## src/rtl/mbf_pkg.sv

```systemverilog
package mbf_pkg;
   typedef enum logic [2:0] {
      W_IDLE,
      W_RD_CNT,
      W_WT_CNT,
      W_RD_ID,
      W_WT_ID,
      W_CHK,
      W_FIN
   } walk_st_t;
endpackage

```

## src/rtl/mbf_tag_store.sv

```systemverilog
module mbf_tag_store #(
   parameter int ID_W    = 16,
   parameter int ENTRIES = 4
) (
   input  logic            clk,
   input  logic            rst_n,
   input  logic            clear,
   input  logic            ins,
   input  logic [ID_W-1:0] look_id,
   output logic            hit
);
   localparam int PTR_W = (ENTRIES > 1) ? $clog2(ENTRIES) : 1;

   initial begin
      assert (ENTRIES >= 1 && (ENTRIES & (ENTRIES - 1)) == 0)
         else $error("ENTRIES must be a power of two");
      assert (ID_W >= 1) else $error("ID_W must be positive");
   end

   logic [ENTRIES-1:0] vld;
   logic [ENTRIES-1:0] match;
   logic [ENTRIES-1:0] sel;
   logic [ID_W-1:0]    tag [ENTRIES];

   if (ENTRIES == 1) begin : g_single
      assign sel = 1'b1;
   end else begin : g_ring
      logic [PTR_W-1:0] wptr;
      always_ff @(posedge clk) begin
         if (!rst_n || clear) wptr <= '0;
         else if (ins)        wptr <= wptr + 1'b1;
      end
      assign sel = ENTRIES'(1) << wptr;
   end

   for (genvar g = 0; g < ENTRIES; g++) begin : g_ent
      assign match[g] = vld[g] && (tag[g] == look_id);
      always_ff @(posedge clk) begin
         if (!rst_n) begin
            vld[g] <= 1'b0;
            tag[g] <= '0;
         end else if (clear) begin
            vld[g] <= 1'b0;
         end else if (ins && sel[g]) begin
            vld[g] <= 1'b1;
            tag[g] <= look_id;
         end
      end
   end

   assign hit = |match;

   AST_CLEAR_EMPTY: assert property (@(posedge clk) disable iff (!rst_n)
      clear |=> (vld == '0));
   AST_INS_ON_MISS: assert property (@(posedge clk) disable iff (!rst_n)
      ins |-> !hit);
   AST_NO_DUP_TAG: assert property (@(posedge clk) disable iff (!rst_n)
      $onehot0(match));
endmodule

```

## src/rtl/mbf_list_walker.sv

```systemverilog
module mbf_list_walker
   import mbf_pkg::*;
#(
   parameter int ID_W   = 16,
   parameter int ADDR_W = 16
) (
   input  logic              clk,
   input  logic              rst_n,
   input  logic              leaf_valid,
   input  logic [ADDR_W-1:0] leaf_addr,
   output logic              leaf_ready,
   output logic              leaf_done,
   output logic              lc_req_valid,
   output logic [ADDR_W-1:0] lc_req_addr,
   input  logic              lc_rsp_valid,
   input  logic [ID_W-1:0]   lc_rsp_data,
   input  logic              hit,
   output logic [ID_W-1:0]   cur_id,
   output logic              isect_valid,
   input  logic              isect_ready,
   output logic              ins,
   output logic              supp_ev
);
   walk_st_t          st;
   logic [ADDR_W-1:0] ptr;
   logic [ID_W-1:0]   remain;
   logic              advance;

   assign leaf_ready   = (st == W_IDLE);
   assign leaf_done    = (st == W_FIN);
   assign lc_req_valid = (st == W_RD_CNT) || (st == W_RD_ID);
   assign lc_req_addr  = ptr;
   assign isect_valid  = (st == W_CHK) && !hit;
   assign ins          = isect_valid && isect_ready;
   assign supp_ev      = (st == W_CHK) && hit;
   assign advance      = ins || supp_ev;

   always_ff @(posedge clk) begin
      if (!rst_n) begin
         st     <= W_IDLE;
         ptr    <= '0;
         remain <= '0;
         cur_id <= '0;
      end else begin
         unique case (st)
            W_IDLE: if (leaf_valid) begin
               ptr <= leaf_addr;
               st  <= W_RD_CNT;
            end
            W_RD_CNT: st <= W_WT_CNT;
            W_WT_CNT: if (lc_rsp_valid) begin
               remain <= lc_rsp_data;
               ptr    <= ptr + ADDR_W'(1);
               st     <= (lc_rsp_data == '0) ? W_FIN : W_RD_ID;
            end
            W_RD_ID: st <= W_WT_ID;
            W_WT_ID: if (lc_rsp_valid) begin
               cur_id <= lc_rsp_data;
               st     <= W_CHK;
            end
            W_CHK: if (advance) begin
               remain <= remain - ID_W'(1);
               ptr    <= ptr + ADDR_W'(1);
               st     <= (remain == ID_W'(1)) ? W_FIN : W_RD_ID;
            end
            W_FIN: st <= W_IDLE;
            default: st <= W_IDLE;
         endcase
      end
   end

   AST_ONE_READ: assert property (@(posedge clk) disable iff (!rst_n)
      lc_req_valid |=> !lc_req_valid);
   AST_BUSY_AFTER_ACCEPT: assert property (@(posedge clk) disable iff (!rst_n)
      (leaf_valid && leaf_ready) |=> !leaf_ready);
   AST_DONE_SINGLE: assert property (@(posedge clk) disable iff (!rst_n)
      leaf_done |=> !leaf_done);
endmodule

```

## src/rtl/mbf_event_ctr.sv

```systemverilog
module mbf_event_ctr #(
   parameter int W = 16
) (
   input  logic         clk,
   input  logic         rst_n,
   input  logic         inc,
   output logic [W-1:0] count
);
   always_ff @(posedge clk) begin
      if (!rst_n)   count <= '0;
      else if (inc) count <= count + W'(1);
   end

   AST_CTR_STEP: assert property (@(posedge clk) disable iff (!rst_n)
      inc |=> (count == $past(count) + W'(1)));
   AST_CTR_HOLD: assert property (@(posedge clk) disable iff (!rst_n)
      !inc |=> $stable(count));
endmodule

```

## src/rtl/chunk_mailbox_filter.sv

```systemverilog
module chunk_mailbox_filter #(
   parameter int ID_W    = 16,
   parameter int ADDR_W  = 16,
   parameter int ENTRIES = 4,
   parameter int STAT_W  = 16
) (
   input  logic              clk,
   input  logic              rst_n,
   input  logic              chunk_start,
   input  logic              leaf_valid,
   output logic              leaf_ready,
   input  logic [ADDR_W-1:0] leaf_addr,
   output logic              leaf_done,
   output logic              lc_req_valid,
   output logic [ADDR_W-1:0] lc_req_addr,
   input  logic              lc_rsp_valid,
   input  logic [ID_W-1:0]   lc_rsp_data,
   output logic              isect_valid,
   input  logic              isect_ready,
   output logic [ID_W-1:0]   isect_id,
   output logic [STAT_W-1:0] cnt_suppressed,
   output logic [STAT_W-1:0] cnt_forwarded
);
   initial begin
      assert (ADDR_W >= 2) else $error("ADDR_W too small");
      assert (STAT_W >= 1) else $error("STAT_W must be positive");
   end

   logic            hit;
   logic            ins;
   logic            supp_ev;
   logic [ID_W-1:0] cur_id;

   mbf_list_walker #(.ID_W(ID_W), .ADDR_W(ADDR_W)) u_walk (
      .clk          (clk),
      .rst_n        (rst_n),
      .leaf_valid   (leaf_valid),
      .leaf_addr    (leaf_addr),
      .leaf_ready   (leaf_ready),
      .leaf_done    (leaf_done),
      .lc_req_valid (lc_req_valid),
      .lc_req_addr  (lc_req_addr),
      .lc_rsp_valid (lc_rsp_valid),
      .lc_rsp_data  (lc_rsp_data),
      .hit          (hit),
      .cur_id       (cur_id),
      .isect_valid  (isect_valid),
      .isect_ready  (isect_ready),
      .ins          (ins),
      .supp_ev      (supp_ev)
   );

   mbf_tag_store #(.ID_W(ID_W), .ENTRIES(ENTRIES)) u_tags (
      .clk     (clk),
      .rst_n   (rst_n),
      .clear   (chunk_start),
      .ins     (ins),
      .look_id (cur_id),
      .hit     (hit)
   );

   mbf_event_ctr #(.W(STAT_W)) u_cnt_supp (
      .clk (clk), .rst_n (rst_n), .inc (supp_ev), .count (cnt_suppressed)
   );

   mbf_event_ctr #(.W(STAT_W)) u_cnt_fwd (
      .clk (clk), .rst_n (rst_n), .inc (ins), .count (cnt_forwarded)
   );

   assign isect_id = cur_id;

   AST_STALL_HOLD: assert property (@(posedge clk) disable iff (!rst_n)
      (isect_valid && !isect_ready && !chunk_start) |=> (isect_valid && $stable(isect_id)));
   AST_FWD_COUNTED: assert property (@(posedge clk) disable iff (!rst_n)
      (isect_valid && isect_ready) |=> (cnt_forwarded != $past(cnt_forwarded)));
   AST_NO_FWD_WHILE_IDLE: assert property (@(posedge clk) disable iff (!rst_n)
      leaf_ready |-> !isect_valid);
endmodule

```

## config.mk

```make
export PLATFORM = sky130hd
export DESIGN_NAME = chunk_mailbox_filter
export DESIGN_NICKNAME = d
export VERILOG_FILES = /design/src/rtl/mbf_pkg.sv /design/src/rtl/mbf_tag_store.sv /design/src/rtl/mbf_list_walker.sv /design/src/rtl/mbf_event_ctr.sv /design/src/rtl/chunk_mailbox_filter.sv
export SDC_FILE = /design/constraint.sdc
export NUM_CORES = 1
export LEC_CHECK = 0
export BUFFER_PORTS_ARGS = -buffer_cell sky130_fd_sc_hd__buf_2
export CORE_ASPECT_RATIO = 0.75
export CORE_MARGIN = 2
export CORE_UTILIZATION = 58
export DETAILED_ROUTE_END_ITERATION = 10
export GPL_TIMING_DRIVEN = 0
export PLACE_DENSITY = 0.8
export SLEW_MARGIN = 15
export SYNTH_ARGS = -nofsm -noshare
export SYNTH_HDL_FRONTEND = slang
export SYNTH_SLANG_ARGS = --single-unit
export TNS_END_PERCENT = 5
```

## constraint.sdc

```tcl
create_clock -name clk -period 4.3 [get_ports clk]
set_input_delay 0.86 -clock clk [delete_from_list [all_inputs] [get_ports clk]]
set_output_delay 0.86 -clock clk [all_outputs]
set_load 0.05 [all_outputs]
```

# Yosys cells after proc, flatten, opt, wreduce, memory -nomap -nowiden
# Memory sizes are Yosys's and may differ from the RTL's.
# Index checks and enable logic that the tools add are counted.
[word_totals]
regBits = 89
elab_cells = 99
mem_count = 1
ramBits = 64
in_bits = 38
output_inout_bits = 68
[classes]
eq_ne = 15
n_mux = 35
bitwise_logic = 5
n_shift = 1
add_sub_neg = 5
reduce_logical = 26
[mem_list]
columns = ["memory", "words", "width", "read_ports", "rd_clocked_by_memory_dff", "wr", "line_no", "rtl"]
rows = [
  ["u_tags.tag", 4, 16, 4, 0, 4, "mbf_tag_store.sv:23", "logic [ID_W-1:0] tag [ENTRIES];"],
]
[op_table]
columns = ["op", "count"]
rows = [
  ["2-to-1 mux 16 bit", 9],
  ["== test 16 bit", 4],
  ["adder 16 x 1 -> 16 bit, second input constant", 3],
  ["one-hot mux 16 bit (3 select lines)", 1],
  ["one-hot mux 16 bit (2 select lines)", 1],
  ["2-to-1 mux 3 bit", 6],
  ["one-hot mux 3 bit (6 select lines)", 1],
  ["2-to-1 mux 1 bit", 17],
  ["== test 16 x 1 -> 1 bit, second input constant", 1],
  ["logical NOT 16 bit", 1],
  ["subtractor 16 x 1 -> 16 bit, second input constant", 1],
  ["logical AND 1 bit", 11],
  ["== test 3 bit, second input constant", 3],
  ["AND reduction 4 bit", 2],
  ["== test 3 x 2 -> 1 bit, second input constant", 2],
  ["!= test 2 bit, second input constant", 3],
  ["bitwise OR 1 bit", 4],
  ["OR reduction 4 bit", 1],
  ["left shift 1 x 2 -> 4 bit, first input constant", 1],
  ["== test 3 x 1 -> 1 bit, second input constant", 1],
  ["logical NOT 3 bit", 1],
  ["logical OR 1 bit", 3],
  ["AND reduction 3 bit", 1],
  ["nonzero test 3 bit", 1],
  ["other kinds (7)", 8],
]

# Longest topological paths before layout
# Gate-level depths: netlist of run 1.
[depth]
ltp_word = 12
ltp_mapped = 11
mapped_depth_nobuf = 9

# By module
# From an unflattened synthesis of run 1, not the netlist that was laid out.
[unflattened]
cells_unflattened = 830
hier_area_um2 = 7950.1
[by_module_without_submodules]
columns = ["mod", "seq_area_each_um2", "instances", "area_per_inst_um2", "cells_each"]
rows = [
  ["mbf_tag_store", 2042.0, 1, 3499.6, 273],
  ["mbf_list_walker", 1021.0, 1, 2961.6, 391],
  ["mbf_event_ctr", 320.3, 2, 744.5, 83],
]

# Least setup slack after synthesis of run 1
# No wires, ideal clock.
[synth_timing]
path_type = "register to output"
start = "reg u_walk.cur_id[12]"
end = "out isect_valid"
stages_incl_launch_ff = 11
arrival_time_ps = 2937
setup_slack_ps = 503
n_path_buf = 4
required_ps = 3440
cell_sequence = "dfxtp_1 -> buf_2 -> xor2_1 -> or4_1 -> or4_1 -> o22ai_2 -> buf_4 -> or3_1 -> buf_2 -> buf_4 -> inv_1"
[synth_between]
elab_chain_len = 5
elab_cells_between_ends = 11
cone_classes = "eq/ne: 4; reduce/logical: 7"
[synth_rtl]
columns = ["element", "line_no", "rtl"]
rows = [
  ["from (decl)", "mbf_list_walker.sv:18", "output logic [ID_W-1:0] cur_id,"],
  ["from (signal assigned)", "mbf_list_walker.sv:58", "cur_id <= lc_rsp_data;"],
  ["== test 16 bit", "mbf_tag_store.sv:37", "assign match[g] = vld[g] && (tag[g] == look_id);"],
  ["logical AND 1 bit", "mbf_tag_store.sv:37", ""],
  ["OR reduction 4 bit (*)", "mbf_tag_store.sv:51", "assign hit = |match;"],
  ["logical NOT 1 bit (*)", "mbf_list_walker.sv:33", "assign isect_valid = (st == W_CHK) && !hit;"],
  ["logical AND 1 bit (*)", "mbf_list_walker.sv:33", ""],
  ["to (decl)", "chunk_mailbox_filter.sv:18", "output logic isect_valid,"],
]
# Every way passes the cells marked *; elsewhere a longest branch is shown, timed or not.

# Worst setup path in the final report of run 1
# Ends and elaborated chain as after synthesis.

==> flow_summary.yaml, run 1 <==
finish:
  mostFrequentLayoutCells: "118 x buf_2, 97 x nand2_1, 89 x dfxtp_1, 70 x and2_1, 64 x edfxtp_1"
  layout.cells.non_filler: 1200
  fin_nets: 1059
  layout_commonest_cell: "buf_2"
  diodes: 0
  syn_to_final_growth_pct: 16.6
  post-route-util_pct: 69.1
  fill_cells: 1093
  drive_above_1_share_pct: 16.8
die:
  io_pins: 106
  fp.dieArea_um2: 15000
  die_w_um: 141
  core_um2: 13700
  fp-row-count: 37
  start_util_pct: 59.2
  chipHeight_um: 106
clocking:
  path_clk_slew_ns: 0.07
  cts-root-buf: "clkbuf_16"
  worstSkewPairLatency_ns: 0.44
  numCtsBuffers: 17
  cts_tree: "yes"
  cts_htree_levels: 4
  cts.sinks: 153
  clockBufferDepth: 2
pwr:
  intPower_mw: 2.57
  switchingPower_mw: 1.14
  p_sw_share_pct: 30.7
  comb_power_share_pct: 15.8
  vdd_drop_max_mv: 0.298
  p_per_area_nw_per_um2: 392
  clockPowerShare_pct: 40.1
  pwr-share-seq_pct: 44.2
  p_leak_nw: 3.60
global_route:
  grtUsageMet1_pct: 46.2
  grt_most_used_layer: "met1"
  first_global_vias: 6773
  grt_usage_pct: 31.4
  grt-ovfl-total: 0
  antenna_found_initial: 0
  met2_usage_pct: 45.3
  grt_max_degree: 17
  use_met3_pct: 7.39
  grt_first_pass_wirelength_um: 36400
timing:
  relSlewSlack_pct: 21.0
  finalMaxSlewViolations: 0
  whs_ns: 0.473
  hold_viol: 0
  finClkSkew_ns: 0.0131
  finalCriticalPeriod_ns: 4.24
  worst_pin_slew_ns: 1.18
  finalSetupViolCount: 0
  timing.final.crit_share_pct: 98.5
  fin_tns_setup_ns: 0
  max_freq_ghz: 0.236
  rsz0062_at_grt: "false"
yosys:
  synth_cell_types: 63
  yosys.area.top_type: "edfxtp_1"
  synth_edf_count: 64
  ys.flop_type: "dfxtp_1"
  netlist_area_um2: 8120
  synth-seq-area-share_pct: 45.6
  ys_ff_latch: 153
  synth-async-reset-ratio_pct: 0
  synth_top_area_share_pct: 23.7
  synthCells: 888
  synth.top_cells.by_area: "edfxtp_1 24%, dfxtp_1 22%, xnor2_1 6.0%, and2_1 5.4%, nand2_1 4.5%"
  ys_warn_count: 0
  syn_avg_cell_area_um2: 9.14
  syn-num-nets: 935
place:
  dp_hpwl_um: 16300
  gp_congestion: 0.956
  place_inst: 1167
  portBuffers: 104
routing:
  first_pass_iters: 6
  detail-route-antenna-nets: 0
  routed_wl_um: 23000
  vias: 7547
  drc_errors: 0
  wire_per_inst_um: 19.2
  via_per_inst: 6.29
  drt_iter0_markers: 1101
critical_path:
  endpoint_kind: "output pin"
  start_kind: "register"
  crit_path_max_fanout: 10
  critical_path_class: "register to output pin"
  arrival_ns: 3.38
  cp.required_ns: 3.44
status:
  status: "finished, final reports clean"
run:
  maxCapViolations: 0
worst_hold_path:
  min_path_type: "register to register"
-- per-stage QoR --
stage / area (µm²) / power (mW) / setup WS, ns
2_1_floorplan: 8120 / 2.07 / 0.503
4_1_cts: 9460 / 3.69 / 0.0384
5_1_grt: 9470 / 3.81 / 0.0165
3_3_place_gp: 8860 / 2.22 / 0.389
3_5_place_dp: 8860 / 2.23 / 0.340
6_report: 9470 / 3.71 / 0.0649
-- layout make-up --
| cell class | count | area, µm² | area share (%) |
|---|---|---|---|
| multi-input cells | 653 | 4070 | 43.0 |
| flip-flops and latches | 153 | 3700 | 39.1 |
| repair buffers | 105 | 528 | 5.58 |
| clock buffers | 18 | 439 | 4.64 |
| plain buffers | 60 | 289 | 3.05 |
| well taps | 175 | 219 | 2.31 |
| clock inverters | 14 | 131 | 1.39 |
| inverters | 22 | 82.6 | 0.872 |
-- per-layer routing --
layer	wire (µm)	vias to the layer above
li1	-	3500
met4	561	0
met3	2550	65
met2	9620	440
met1	10300	3542
met5	0	-
-- Yosys cell counts, types with 5 or more instances --
library cell	count
nand2_1	97
dfxtp_1	89
and2_1	70
edfxtp_1	64
xnor2_1	56
a21oi_1	52
nor2_1	42
clkbuf_1	36
nand3_1	35
nand4_1	33
o21ai_0	30
nor3_1	27
inv_1	22
buf_2	20
nor4_1	18
o211ai_1	17
xor2_1	17
or3_1	15
o31ai_1	13
or4_1	13
nand2b_1	11
ha_1	9
o41ai_1	7
a211oi_1	6
and3_1	6
a221oi_1	5
o311ai_0	5
o32ai_1	5
-- registers in the layout, summed over array words and instances (netlist names) --
register            count
u_tags.tag             64
u_cnt_fwd.count        16
u_cnt_supp.count       16
u_walk.cur_id          16
u_walk.lc_req_addr     16
u_walk.remain          16
u_tags.vld              4
u_walk.st               3
u_tags.g_ring.wptr      2
-- critical path: stages, from the launching register on --
cell,delay [ns]
dfxtp_1,0.32
buf_4,0.18
xor2_1,0.18
or4_1,0.53
or4_1,0.54
o22ai_2,0.27
buf_6,0.14
or3_1,0.16
buf_6,0.16
buf_4,0.18
inv_1,0.05
buf_2,0.20
-- kinds of logic after synthesis --
logic type                 Yosys count  share of synthesized area, %
AOI/OAI and AO/OA                  178                          15.0
xor gates and xnor gates            73                          7.87
adders and majority gates            9                          1.39
buffers and inverters               82                          4.30
DFF                                153                          45.6
muxes                                4                         0.493
and+or+nand+nor                    389                          25.3
-- power groups by stage --
stage               registers [mW]  logic (mW)  clock network, mW
global placement              1.66       0.560                  0
global route                  1.65       0.626               1.54
detailed placement            1.67       0.565                  0
floorplan                     1.75       0.319                  0
CTS                           1.64       0.570               1.48
finish                        1.64       0.584               1.49
-- repair_timing --
action,in CTS,in global routing
gates cloned,0,0
pin swaps,1,1
hold buffers,0,0
endpoints found under the setup margin,1,1
resized for setup,6,3
buffers inserted,1,0
-- worst paths after layout --
kind / from / end / slack, ns / depth (start not counted)
setup / recovery: u_walk.cur_id[12] / isect_valid / 0.06 / 11
hold / removal: u_cnt_fwd.count[15] / u_cnt_fwd.count[15] / 0.47 / 2
setup reg to reg: u_walk.cur_id[0] / u_tags.tag[2][8] / 0.56 / 9
hold reg to reg: u_cnt_fwd.count[15] / u_cnt_fwd.count[15] / 0.47 / 2
No activity file was read; power rests on OpenSTA's default activity.
==> run 2: changes to the inputs <==
- CTS_BUF_LIST: not set -> sky130_fd_sc_hd__clkbuf_16
- REMOVE_ABC_BUFFERS: not set -> 1
==> flow_summary.yaml, run 2 (synthesis gave the netlist of run 1 again) <==
clocking:
  clockBufferDepth: 2
  cts.sinks: 153
  path_clk_slew_ns: 0.06
  hold_buffers: 0
  worstSkewPairLatency_ns: 0.43
  cts_htree_levels: 4
  cts_tree: "yes"
  numCtsBuffers: 17
  cts-root-buf: "clkbuf_16"
finish:
  seq_area_um2: 3710
  fin_nets: 1007
  multi_input_area_um2: 4120
  syn_to_final_growth_pct: 14.4
  mostFrequentLayoutCells: "104 x buf_2, 97 x nand2_1, 87 x dfxtp_1, 70 x and2_1, 64 x edfxtp_1"
  regMostFlops: "u_tags.tag"
  layout_commonest_cell: "buf_2"
  diodes: 0
  drive_above_1_share_pct: 16.4
  fill_cells: 1079
  largest_register_ffs: 64
global_route:
  first_global_vias: 6536
  grt_usage_pct: 28.6
  grt-ovfl-total: 0
  antenna_found_initial: 0
  grt_first_pass_wirelength_um: 33700
  grt_max_degree: 66
critical_path:
  rrSetupSlack_ns: 0.72
  reg2regPathDepth: 8
  start_kind: "register"
  arrival_ns: 3.33
  endpoint_kind: "output pin"
  crit_path_max_fanout: 21
  critical_path_class: "register to output pin"
  rr_startpoint: "u_walk.cur_id[8]"
  cp.required_ns: 3.44
  reg2reg_to: "u_tags.tag[1][0]"
timing:
  finClkSkew_ns: 0.00739
  finalMaxSlewViolations: 0
  hold_viol: 0
  rsz0062_at_grt: "false"
  max_freq_ghz: 0.239
  relSlewSlack_pct: 21.3
  whs_ns: 0.470
  timing.final.crit_share_pct: 97.4
  finalCriticalPeriod_ns: 4.19
  worst_pin_slew_ns: 1.17
  finalSetupViolCount: 0
routing:
  drc_errors: 0
  vias: 7145
  drt_iter0_markers: 709
  first_pass_iters: 5
  wire_per_inst_um: 18.3
  routed_wl_um: 21000
  via_per_inst: 6.22
  detail-route-antenna-nets: 0
worst_hold_path:
  holdPathStages: 2
  hp-start: "u_walk.remain[6]"
  hold_end: "u_walk.remain[6]"
  min_path_type: "register to register"
pwr:
  intPower_mw: 2.57
  power_mw: 3.59
  p_per_area_nw_per_um2: 386
  switchingPower_mw: 1.02
  p_sw_share_pct: 28.4
  pwr-share-seq_pct: 46.0
  comb_power_share_pct: 15.3
  vdd_drop_max_mv: 0.318
  p_leak_nw: 3.52
  clockPowerShare_pct: 38.6
run:
  maxCapViolations: 0
die:
  start_util_pct: 59.2
  fp-row-count: 37
  io_pins: 106
  die_w_um: 141
  core_um2: 13700
  chipHeight_um: 106
  fp.dieArea_um2: 15000
place:
  dp_hpwl_um: 13700
  portBuffers: 105
  gp_congestion: 0.909
status:
  status: "finished, final reports clean"
run 2: final cells by class:
cell class / count / share of cell area (%)
clock inverters: 12 / 0.566
flip-flops and latches: 153 / 39.9
inverters: 22 / 0.889
multi-input cells: 653 / 44.3
clock buffers: 20 / 5.39
repair buffers: 113 / 6.59
well taps: 175 / 2.36
run 2: power groups by stage:
stage | combinational [mW] | sequential, mW | clock [mW]
2_1_floorplan | 0.288 | 1.76 | 0
3_3_place_gp | 0.520 | 1.68 | 0
3_5_place_dp | 0.536 | 1.68 | 0
4_1_cts | 0.540 | 1.65 | 1.40
5_1_grt | 0.598 | 1.66 | 1.47
6_report | 0.550 | 1.65 | 1.39
run 2: how the worst max path moves through the flow:
stage	startpoint	end	cells past startpoint
floorplan	u_walk.cur_id[12]	isect_valid	6
global placement	u_walk.st[2]	u_tags.tag[0][11]	6
detailed placement	u_walk.cur_id[12]	isect_valid	7
CTS	u_walk.cur_id[7]	isect_valid	7
global route	u_walk.cur_id[8]	isect_valid	7
finish	u_walk.cur_id[8]	isect_valid	7
run 2: metal layers:
metal | track usage, % | vias up | wire [µm]
li1 | - | 3384 | -
met5 | 0 | - | 0
met4 | 9.57 | 0 | 430
met2 | 41.6 | 328 | 9280
met3 | 7.57 | 42 | 1840
met1 | 41.3 | 3391 | 9420
run 2: timing repair:
item                                    CTS  global route
endpoints found under the setup margin    1             1
pin swaps                                 0             1
resized for setup                         3             2
buffers inserted                          0             2
run 2: worst max-delay path, stage by stage, from the launching register on:
cell     delay, ns
dfxtp_1       0.67
xor2_1        0.19
or4_1         0.57
nor4_1        0.35
a32o_2        0.50
or3_4         0.34
inv_1         0.06
buf_2         0.21
run 2: through the flow:
stage	std cells	utilization, %	cell area (µm²)	setup TNS [ns]	setup slack, ns
floorplan	828	-	7850	0	0.383
global placement	1108	62.7	8600	-58.59	-0.495
detailed placement	1114	63.4	8690	0	0.0421
CTS	1146	67.6	9260	0	0.00999
global route	1148	67.8	9290	0	0.00977
finish	1148	67.8	9290	0	0.114
